==> config.mk <==
export PLATFORM = sky130hd
export DESIGN_NAME = sparse_pixel_readout
export DESIGN_NICKNAME = d
export VERILOG_FILES = /design/src/rtl/spr_pkg.sv /design/src/rtl/spr_pixel_array.sv /design/src/rtl/spr_row_scan.sv /design/src/rtl/spr_word_shifter.sv /design/src/rtl/sparse_pixel_readout.sv
export SDC_FILE = /design/constraint.sdc
export NUM_CORES = 2
export LEC_CHECK = 0
export ABC_CLOCK_PERIOD_IN_PS = 9400
export BUFFER_PORTS_ARGS = -buffer_cell sky130_fd_sc_hd__buf_2
export CAP_MARGIN = 20
export CORE_MARGIN = 2
export CORE_UTILIZATION = 70
export CTS_BUF_LIST = sky130_fd_sc_hd__clkbuf_4
export DETAILED_ROUTE_END_ITERATION = 7
export GPL_ROUTABILITY_DRIVEN = 0
export PLACE_DENSITY = 0.95
export SETUP_SLACK_MARGIN = 0.2
export SLEW_MARGIN = 20
export SYNTH_ARGS = -nofsm -noshare
export SYNTH_HDL_FRONTEND = slang
export SYNTH_SLANG_ARGS = --single-unit
==> constraint.sdc <==
create_clock -name clk -period 9.4 [get_ports clk]
set_clock_uncertainty 0.05 [all_clocks]
set_input_delay 0.47 -clock clk [delete_from_list [all_inputs] [get_ports clk]]
set_output_delay 0.47 -clock clk [all_outputs]
set_load 0.005 [all_outputs]
==> src/rtl/spr_pkg.sv <==
package spr_pkg;
   localparam int ADDR_W = 10;
   localparam int WORD_W = 30;

   typedef enum logic [1:0] {
      RD_IDLE   = 2'd0,
      RD_SEARCH = 2'd1,
      RD_SHIFT  = 2'd2
   } rd_state_e;
endpackage

==> src/rtl/spr_pixel_array.sv <==
module spr_pixel_array #(
   parameter int NCOL = 16,
   parameter int NROW = 16,
   parameter int TS_W = 7,
   parameter int CW   = 4,
   parameter int RW   = 4
) (
   input  logic                   clk,
   input  logic                   rst_n,
   input  logic [NROW*NCOL-1:0]   hit_i,
   input  logic [TS_W-1:0]        ts_cnt_i,
   input  logic                   snap_i,
   input  logic                   load_en_i,
   input  logic                   load_din_i,
   input  logic [RW-1:0]          row_i,
   input  logic [CW-1:0]          rd_col_i,
   input  logic                   clr_en_i,
   input  logic [CW-1:0]          clr_col_i,
   output logic [NCOL-1:0]        row_armed_o,
   output logic [TS_W-1:0]        rd_ts_o
);
   localparam int NPIX = NROW * NCOL;
   localparam int PW   = (NPIX > 1) ? $clog2(NPIX) : 1;

   logic [NPIX-1:0] flag_vec;
   logic [NPIX-1:0] armed_vec;
   logic [TS_W-1:0] ts_arr [NPIX];
   logic [PW-1:0]   base_idx;
   logic [PW-1:0]   rd_idx;
   logic [PW-1:0]   clr_idx;

   assign base_idx = PW'(row_i) * PW'(NCOL);
   assign rd_idx   = base_idx + PW'(rd_col_i);
   assign clr_idx  = base_idx + PW'(clr_col_i);

   assign row_armed_o = armed_vec[base_idx +: NCOL];
   assign rd_ts_o     = ts_arr[rd_idx];

   for (genvar p = 0; p < NPIX; p++) begin : g_pix
      logic            flag_q;
      logic            armed_q;
      logic [TS_W-1:0] ts_q;
      logic            chain_in;
      logic            clr_me;
      logic            hit_new;

      if (p == 0) begin : g_head
         assign chain_in = load_din_i;
      end else begin : g_link
         assign chain_in = flag_vec[p-1];
      end

      assign clr_me  = clr_en_i && (clr_idx == PW'(p));
      assign hit_new = hit_i[p] && (!flag_q || clr_me);

      always_ff @(posedge clk or negedge rst_n) begin
         if (!rst_n) begin
            flag_q  <= 1'b0;
            armed_q <= 1'b0;
            ts_q    <= '0;
         end else if (load_en_i) begin
            flag_q  <= chain_in;
            armed_q <= 1'b0;
            ts_q    <= ts_cnt_i;
         end else begin
            if (snap_i)
               armed_q <= flag_q;
            else if (clr_me)
               armed_q <= 1'b0;
            if (hit_new) begin
               flag_q <= 1'b1;
               ts_q   <= ts_cnt_i;
            end else if (clr_me) begin
               flag_q <= 1'b0;
            end
         end
      end

      assign flag_vec[p]  = flag_q;
      assign armed_vec[p] = armed_q;
      assign ts_arr[p]    = ts_q;
   end


   armed_subset_chk: assert property (@(posedge clk) disable iff (!rst_n)
      (armed_vec & ~flag_vec) == '0);


   clr_armed_chk: assert property (@(posedge clk) disable iff (!rst_n)
      clr_en_i |-> armed_vec[clr_idx]);


   clr_done_chk: assert property (@(posedge clk) disable iff (!rst_n)
      (clr_en_i && !hit_i[clr_idx]) |=> !flag_vec[$past(clr_idx)]);
endmodule

==> src/rtl/spr_row_scan.sv <==
module spr_row_scan #(
   parameter int NCOL = 16,
   parameter int CW   = 4
) (
   input  logic [NCOL-1:0] bits_i,
   input  logic [CW:0]     cursor_i,
   output logic            found_o,
   output logic [CW-1:0]   col_o
);
   always_comb begin
      found_o = 1'b0;
      col_o   = '0;
      for (int c = NCOL - 1; c >= 0; c--) begin
         if (bits_i[c] && ((CW+1)'(c) >= cursor_i)) begin
            found_o = 1'b1;
            col_o   = CW'(c);
         end
      end
   end


   always_comb begin
      if (found_o) begin
         scan_hit_chk: assert ((bits_i[col_o] == 1'b1) && ({1'b0, col_o} >= cursor_i));
      end
   end
endmodule

==> src/rtl/spr_word_shifter.sv <==
module spr_word_shifter #(
   parameter int WORD_W = 30
) (
   input  logic              clk,
   input  logic              rst_n,
   input  logic              load_i,
   input  logic [WORD_W-1:0] word_i,
   output logic              bit_o,
   output logic              valid_o,
   output logic              last_o
);
   localparam int CNT_W = $clog2(WORD_W);

   logic [WORD_W-1:0] sreg_q;
   logic [CNT_W-1:0]  cnt_q;
   logic              active_q;

   always_ff @(posedge clk or negedge rst_n) begin
      if (!rst_n) begin
         sreg_q   <= '0;
         cnt_q    <= '0;
         active_q <= 1'b0;
      end else if (load_i) begin
         sreg_q   <= word_i;
         cnt_q    <= '0;
         active_q <= 1'b1;
      end else if (active_q) begin
         sreg_q <= {sreg_q[WORD_W-2:0], 1'b0};
         cnt_q  <= cnt_q + 1'b1;
         if (cnt_q == CNT_W'(WORD_W - 1))
            active_q <= 1'b0;
      end
   end

   assign bit_o   = active_q & sreg_q[WORD_W-1];
   assign valid_o = active_q;
   assign last_o  = active_q && (cnt_q == CNT_W'(WORD_W - 1));


   word_hold_chk: assert property (@(posedge clk) disable iff (!rst_n)
      (valid_o && !last_o) |=> valid_o);


   word_gap_chk: assert property (@(posedge clk) disable iff (!rst_n)
      last_o |=> !valid_o);


   load_idle_chk: assert property (@(posedge clk) disable iff (!rst_n)
      load_i |-> !valid_o);
endmodule

==> src/rtl/sparse_pixel_readout.sv <==
module sparse_pixel_readout
   import spr_pkg::*;
#(
   parameter int NCOL = 16,
   parameter int NROW = 16,
   parameter int TS_W = 7
) (
   input  logic                 clk,
   input  logic                 rst_n,
   input  logic [NROW*NCOL-1:0] hit_i,
   input  logic [TS_W-1:0]      ts_cnt_i,
   input  logic                 start_i,
   input  logic                 tst_shift_i,
   input  logic                 tst_din_i,
   output logic                 sout_o,
   output logic                 valid_o,
   output logic                 done_o
);
   localparam int CW  = (NCOL > 1) ? $clog2(NCOL) : 1;
   localparam int RW  = (NROW > 1) ? $clog2(NROW) : 1;
   localparam int PAD = WORD_W - 2 * ADDR_W - TS_W;

   if (NCOL < 1 || NCOL > 1000) begin : g_bad_ncol
      $error("NCOL out of range 1..1000");
   end
   if (NROW < 1 || NROW > 1000) begin : g_bad_nrow
      $error("NROW out of range 1..1000");
   end
   if (TS_W < 1 || PAD < 0) begin : g_bad_ts
      $error("TS_W does not fit the word");
   end

   rd_state_e         state_q;
   logic [RW-1:0]     row_q;
   logic [CW:0]       cursor_q;
   logic [CW-1:0]     col_q;
   logic              done_q;

   logic              idle;
   logic              snap;
   logic              load_en;
   logic [NCOL-1:0]   row_armed;
   logic [TS_W-1:0]   rd_ts;
   logic              found;
   logic [CW-1:0]     scan_col;
   logic              word_load;
   logic              word_last;
   logic              clr_en;
   logic [WORD_W-1:0] word;
   logic [ADDR_W-1:0] x_addr;
   logic [ADDR_W-1:0] y_addr;
   logic              row_last;

   assign idle      = (state_q == RD_IDLE);
   assign snap      = idle && start_i;
   assign load_en   = idle && !start_i && tst_shift_i;
   assign word_load = (state_q == RD_SEARCH) && found;
   assign clr_en    = (state_q == RD_SHIFT) && word_last;
   assign row_last  = (row_q == RW'(NROW - 1));

   spr_pixel_array #(
      .NCOL(NCOL), .NROW(NROW), .TS_W(TS_W), .CW(CW), .RW(RW)
   ) u_array (
      .clk        (clk),
      .rst_n      (rst_n),
      .hit_i      (hit_i),
      .ts_cnt_i   (ts_cnt_i),
      .snap_i     (snap),
      .load_en_i  (load_en),
      .load_din_i (tst_din_i),
      .row_i      (row_q),
      .rd_col_i   (scan_col),
      .clr_en_i   (clr_en),
      .clr_col_i  (col_q),
      .row_armed_o(row_armed),
      .rd_ts_o    (rd_ts)
   );

   spr_row_scan #(.NCOL(NCOL), .CW(CW)) u_scan (
      .bits_i  (row_armed),
      .cursor_i(cursor_q),
      .found_o (found),
      .col_o   (scan_col)
   );

   assign x_addr = ADDR_W'(scan_col);
   assign y_addr = ADDR_W'(row_q);

   if (PAD > 0) begin : g_pad
      assign word = {x_addr, y_addr, rd_ts, {PAD{1'b0}}};
   end else begin : g_nopad
      assign word = {x_addr, y_addr, rd_ts};
   end

   spr_word_shifter #(.WORD_W(WORD_W)) u_shift (
      .clk    (clk),
      .rst_n  (rst_n),
      .load_i (word_load),
      .word_i (word),
      .bit_o  (sout_o),
      .valid_o(valid_o),
      .last_o (word_last)
   );

   always_ff @(posedge clk or negedge rst_n) begin
      if (!rst_n) begin
         state_q  <= RD_IDLE;
         row_q    <= '0;
         cursor_q <= '0;
         col_q    <= '0;
         done_q   <= 1'b0;
      end else begin
         done_q <= 1'b0;
         unique case (state_q)
            RD_IDLE: begin
               if (start_i) begin
                  row_q    <= '0;
                  cursor_q <= '0;
                  state_q  <= RD_SEARCH;
               end
            end
            RD_SEARCH: begin
               if (found) begin
                  col_q   <= scan_col;
                  state_q <= RD_SHIFT;
               end else if (row_last) begin
                  done_q  <= 1'b1;
                  state_q <= RD_IDLE;
               end else begin
                  row_q    <= row_q + 1'b1;
                  cursor_q <= '0;
               end
            end
            RD_SHIFT: begin
               if (word_last) begin
                  cursor_q <= {1'b0, col_q} + 1'b1;
                  state_q  <= RD_SEARCH;
               end
            end
            default: state_q <= RD_IDLE;
         endcase
      end
   end

   assign done_o = done_q;


   done_pulse_chk: assert property (@(posedge clk) disable iff (!rst_n)
      done_o |=> !done_o);


   done_quiet_chk: assert property (@(posedge clk) disable iff (!rst_n)
      done_o |-> !valid_o);


   busy_hold_chk: assert property (@(posedge clk) disable iff (!rst_n)
      (!idle && start_i && state_q == RD_SEARCH && !found && !row_last)
         |=> (row_q == $past(row_q) + 1'b1));


   row_step_chk: assert property (@(posedge clk) disable iff (!rst_n)
      (state_q == RD_SHIFT) |-> (row_q == $past(row_q)));
endmodule

==> results of run 1 <==
-- kinds of logic after synthesis --
logic type	after synthesis	synth area share [%]
AOI/OAI and AO/OA	1705	10.3
xor gates and xnor gates	7	0.0558
and+or+nand+nor	2862	10.9
adders and majority gates	10	0.114
DFF	2353	53.5
muxes	2139	22.0
buffers and inverters	740	3.09
-- per-stage QoR --
step / cell area, um2 / worst slack, ns / util (%) / hold WS, ns
global placement: 113000 / 1.80 / 72.6 / 0.429
floorplan: 110000 / 5.33 / - / 0.124
detailed placement: 113000 / 1.71 / 72.6 / 0.436
==> metrics, run 1 <==
status stopped before the end; last stage reached clock tree synthesis; Err [ERROR DPL-0033] detailed placement checks failed during check placement.; Synth Instances between 9000 and 10000; I/O pins 271; post-synthesis register bit count around 2400; most numerous cell in the Yosys netlist dfrtp_1; Yosys cell types 89; clk buf depth 4; Initial Utilization between 70% and 80%; root buffer cell clkbuf_4; largest cells by area after synthesis dfrtp_1 54%, mux2_2 19%, nand2_1 7.2%, a21oi_1 2.9%, mux2i_1 2.6%; sequential element share of the synthesized area 53.5%; Rows 145; post-cts sizing count 0; clock sink total 2353; Main synth FF type dfrtp_1; Avg Cell Area, Syn 11.2 um2; hpwl dp 278 mm; Num CTS Buffers 588; FFs w/ async S/R, synth 100%; # hold bufs at CTS 600; share of the synthesized area in the top cell type 53.5%; cell taking the most area after synthesis dfrtp_1; Mapped Area roughly 110000 um2; Post-synth EDFFs 0; port bufs 270; Commonest cells post-synth 2353 x dfrtp_1, 2118 x nand2_1, 1807 x mux2_2; die width 400 um; Mapped Nets 10094; Placed Cells 11704; CTS H-tree depth 6; YS warnings 0; post-CTS setup buffer count 0; Die Ht around 400 um
==> run 2, diff against run 1 <==
- CORE_UTILIZATION: 70 -> 40
- CTS_BUF_LIST: sky130_fd_sc_hd__clkbuf_4 -> default
- PLACE_DENSITY: 0.95 -> default
- PLACE_DENSITY_LB_ADDON: default -> 0.15
- SETUP_SLACK_MARGIN: 0.2 -> default
==> metrics, run 2 <==
status finished, final reports clean; largest cells by area after synthesis dfrtp_1 54%, mux2_2 19%, nand2_1 7.2%, a21oi_1 2.9%, mux2i_1 2.6%; slowest CP cell dfrtp_4; Place WS 1.90 ns (+0.191 ns); sequential element share of the synthesized area 53.5% (unchanged); max reg flops 1792; die width 528 um (+32%); post-synthesis register bit count 2353 (unchanged); Commonest cells post-synth 2353 x dfrtp_1, 2118 x nand2_1, 1807 x mux2_2; FFs w/ async S/R, synth 100% (unchanged); # hold bufs at CTS 257 (-57%); most common cell after layout, fill and taps aside dfrtp_1; cell taking the most area after synthesis dfrtp_1; unrepaired setup endpoints after global routing no; most numerous cell in the Yosys netlist dfrtp_1; hpwl dp 313 mm (+13%); Min-Delay Path Class in -> reg; crit start category register; clock-pin slew on the worst setup and hold paths 0.06 ns; clock sink total 2353 (unchanged); DRT Pass-1 Iters 8; share of the synthesized area in the top cell type 53.5% (unchanged); ratio of final minimum period to clock period a little over 80%; Final Cell Area 127000 um2; worst-path fanout max 52; total chip power 57.0 mW; Crit path max-delay family simple AND/OR/NAND/NOR gates; Slew HR 13.5%; Die Ht 528 um (+32%); Post-synth EDFFs 0 (unchanged); commonest cells after routing, fill and taps aside 2350 x dfrtp_1, 2112 x nand2_1, 1807 x mux2_2, 458 x a21oi_1, 378 x nand3_1; Fin. Hold Viols 0; port bufs 270 (unchanged); post-CTS setup buffer count 0 (unchanged); Cell Pwr Density around 450 nW/um2; largest net degree at the start of global routing 169; Main synth FF type dfrtp_1; Max Cap Viol 0; clk_lat worst skew 0.86 ns; Max Clk Rate around 130 MHz; Regs by FF count u_array.g_pix.ts_q x1792, u_array.g_pix.armed_q x256, u_array.g_pix.flag_q x254; Worst-Margin Slew about 1.3 ns; crit path cell chain buf_4 -> mux4_2 -> a22o_1 -> o21ai_1 -> a21oi_1 -> nor2b_1 -> nand2_4 -> nor2_4 -> buf_4 -> a32oi_1 -> a21oi_1 -> nor3_1 -> nor4_1 -> a32oi_1; I/O pins 271 (unchanged); Setup CP Type reg -> reg; number of global-route vias before repair 84445; Rows 192 (+32%); Post-Layout Cell Count ~14000; global route overflow 0; Initial Utilization 40.2% (-30 points); Final Critical Period around 7.6 ns; WL final 456 mm; CTS H-tree depth 5 (-1); CTS tree yes; antenna violations before repair 22; final-report setup violation count 0; Synth Instances 9816 (unchanged); post-cts sizing count 0 (unchanged); WL per Instance about 33 um; Placed Cells 13210 (+13%); routed vias/inst around 6.2; 1st-iter DRT viols between 10000 and 15000; Num CTS Buffers 270 (-54%); Worst path max stage delay 1.18 ns; DP Area 116000 um2 (+2.1%); YS warnings 0 (unchanged); area of the core 274000 um2; # nets final about 10000; Yosys cell types 89 (unchanged); Mapped Nets 10094 (unchanged); Peak VDD IR 0.680 mV; DRC violations left 0; Avg Cell Area, Syn 11.2 um2 (unchanged); Mapped Area 110000 um2 (unchanged); root buffer cell clkbuf_16; Core Util, Final a little under half; worst setup margin 1.76 ns; Leak 53.8 nW; synth-to-layout area growth 15.9%; Most flops, register u_array.g_pix.ts_q; Fin Setup TNS 0 ns; CP required about 10 ns; Arr. time, crit path 8.30 ns; ratio of cells with drive above 1 in the final layout ~30%; max-slew violations 0; CP bufs+invs 2; All-Layer GR Usage 32.0%; die area 279000 um2; vias a little under 90000; clk buf depth 4 (unchanged); WHS a little under 0.09 ns; first-pass GRT wire length between 600 and 700 mm; post-route ant nets 0; crit end category register
==> run 2: cell counts after synthesis <==
No cell type changed its count.
==> run 2: path summary, 6_finish.rpt <==
check                                     startpoint                          to  slack, ns  cells after the start
min                                        tst_din_i     u_array.g_pix[0].flag_q       0.09                      3
min in group asynchronous                      rst_n    u_array.g_pix[72].flag_q       0.15                      2
max in group asynchronous                      rst_n  u_array.g_pix[217].ts_q[6]       6.64                      4
max reg2reg                                 row_q[0]           u_shift.sreg_q[5]       1.76                     14
max                                         row_q[0]           u_shift.sreg_q[5]       1.76                     14
min reg2reg                u_array.g_pix[11].ts_q[2]   u_array.g_pix[11].ts_q[2]       0.45                      1
==> run 2: area by class of cell <==
class	count	area, um2
Multi-Input combinational cell	6723	48700
Inverter	11	41.3
Clock buffer	392	7990
Timing Repair Buffer	796	6460
Sequential cell	2353	58900
Fill cell	24892	146000
Clock inverter	67	753
Tap cell	3589	4490
Antenna cell	18	45.0
==> run 2: worst register-to-register path, delay by kind of cell (launching register included) <==
family | cells | cell delay [ns]
compound gates | 6 | 1.34
mux | 1 | 0.59
buf+inv | 2 | 1.17
flops | 1 | 1.18
simple gates | 5 | 3.17
==> run 2: per-layer routing <==
layer  part of all wire, %  global-route usage (%)  vias up
met5                0.0042                       0        -
met4                   5.9                    16.0        2
met3                   9.1                    6.65      916
met2                    42                    45.6     4498
met1                    43                    45.9    45735
li1                      -                       -    35969
==> run 2: logic make-up after synthesis <==
logic type,synth area share (%)
buffers and inverters,3.09
multiplexers,22.0
flip-flops,53.5
AND/OR/NAND/NOR,10.9
AO/OA/AOI/OAI,10.3
adder cells (fa/ha/maj),0.114
XOR/XNOR,0.0558
==> run 2: power breakdown <==
group	total [mW]	switching, mW	internal (mW)
Sequential	18.5	3.44	15.1
Combinational	27.8	17.5	10.3
Clock	10.7	4.40	6.25
Total	57.0	25.4	31.6
Note: power is estimated with default switching activity, not from simulation.
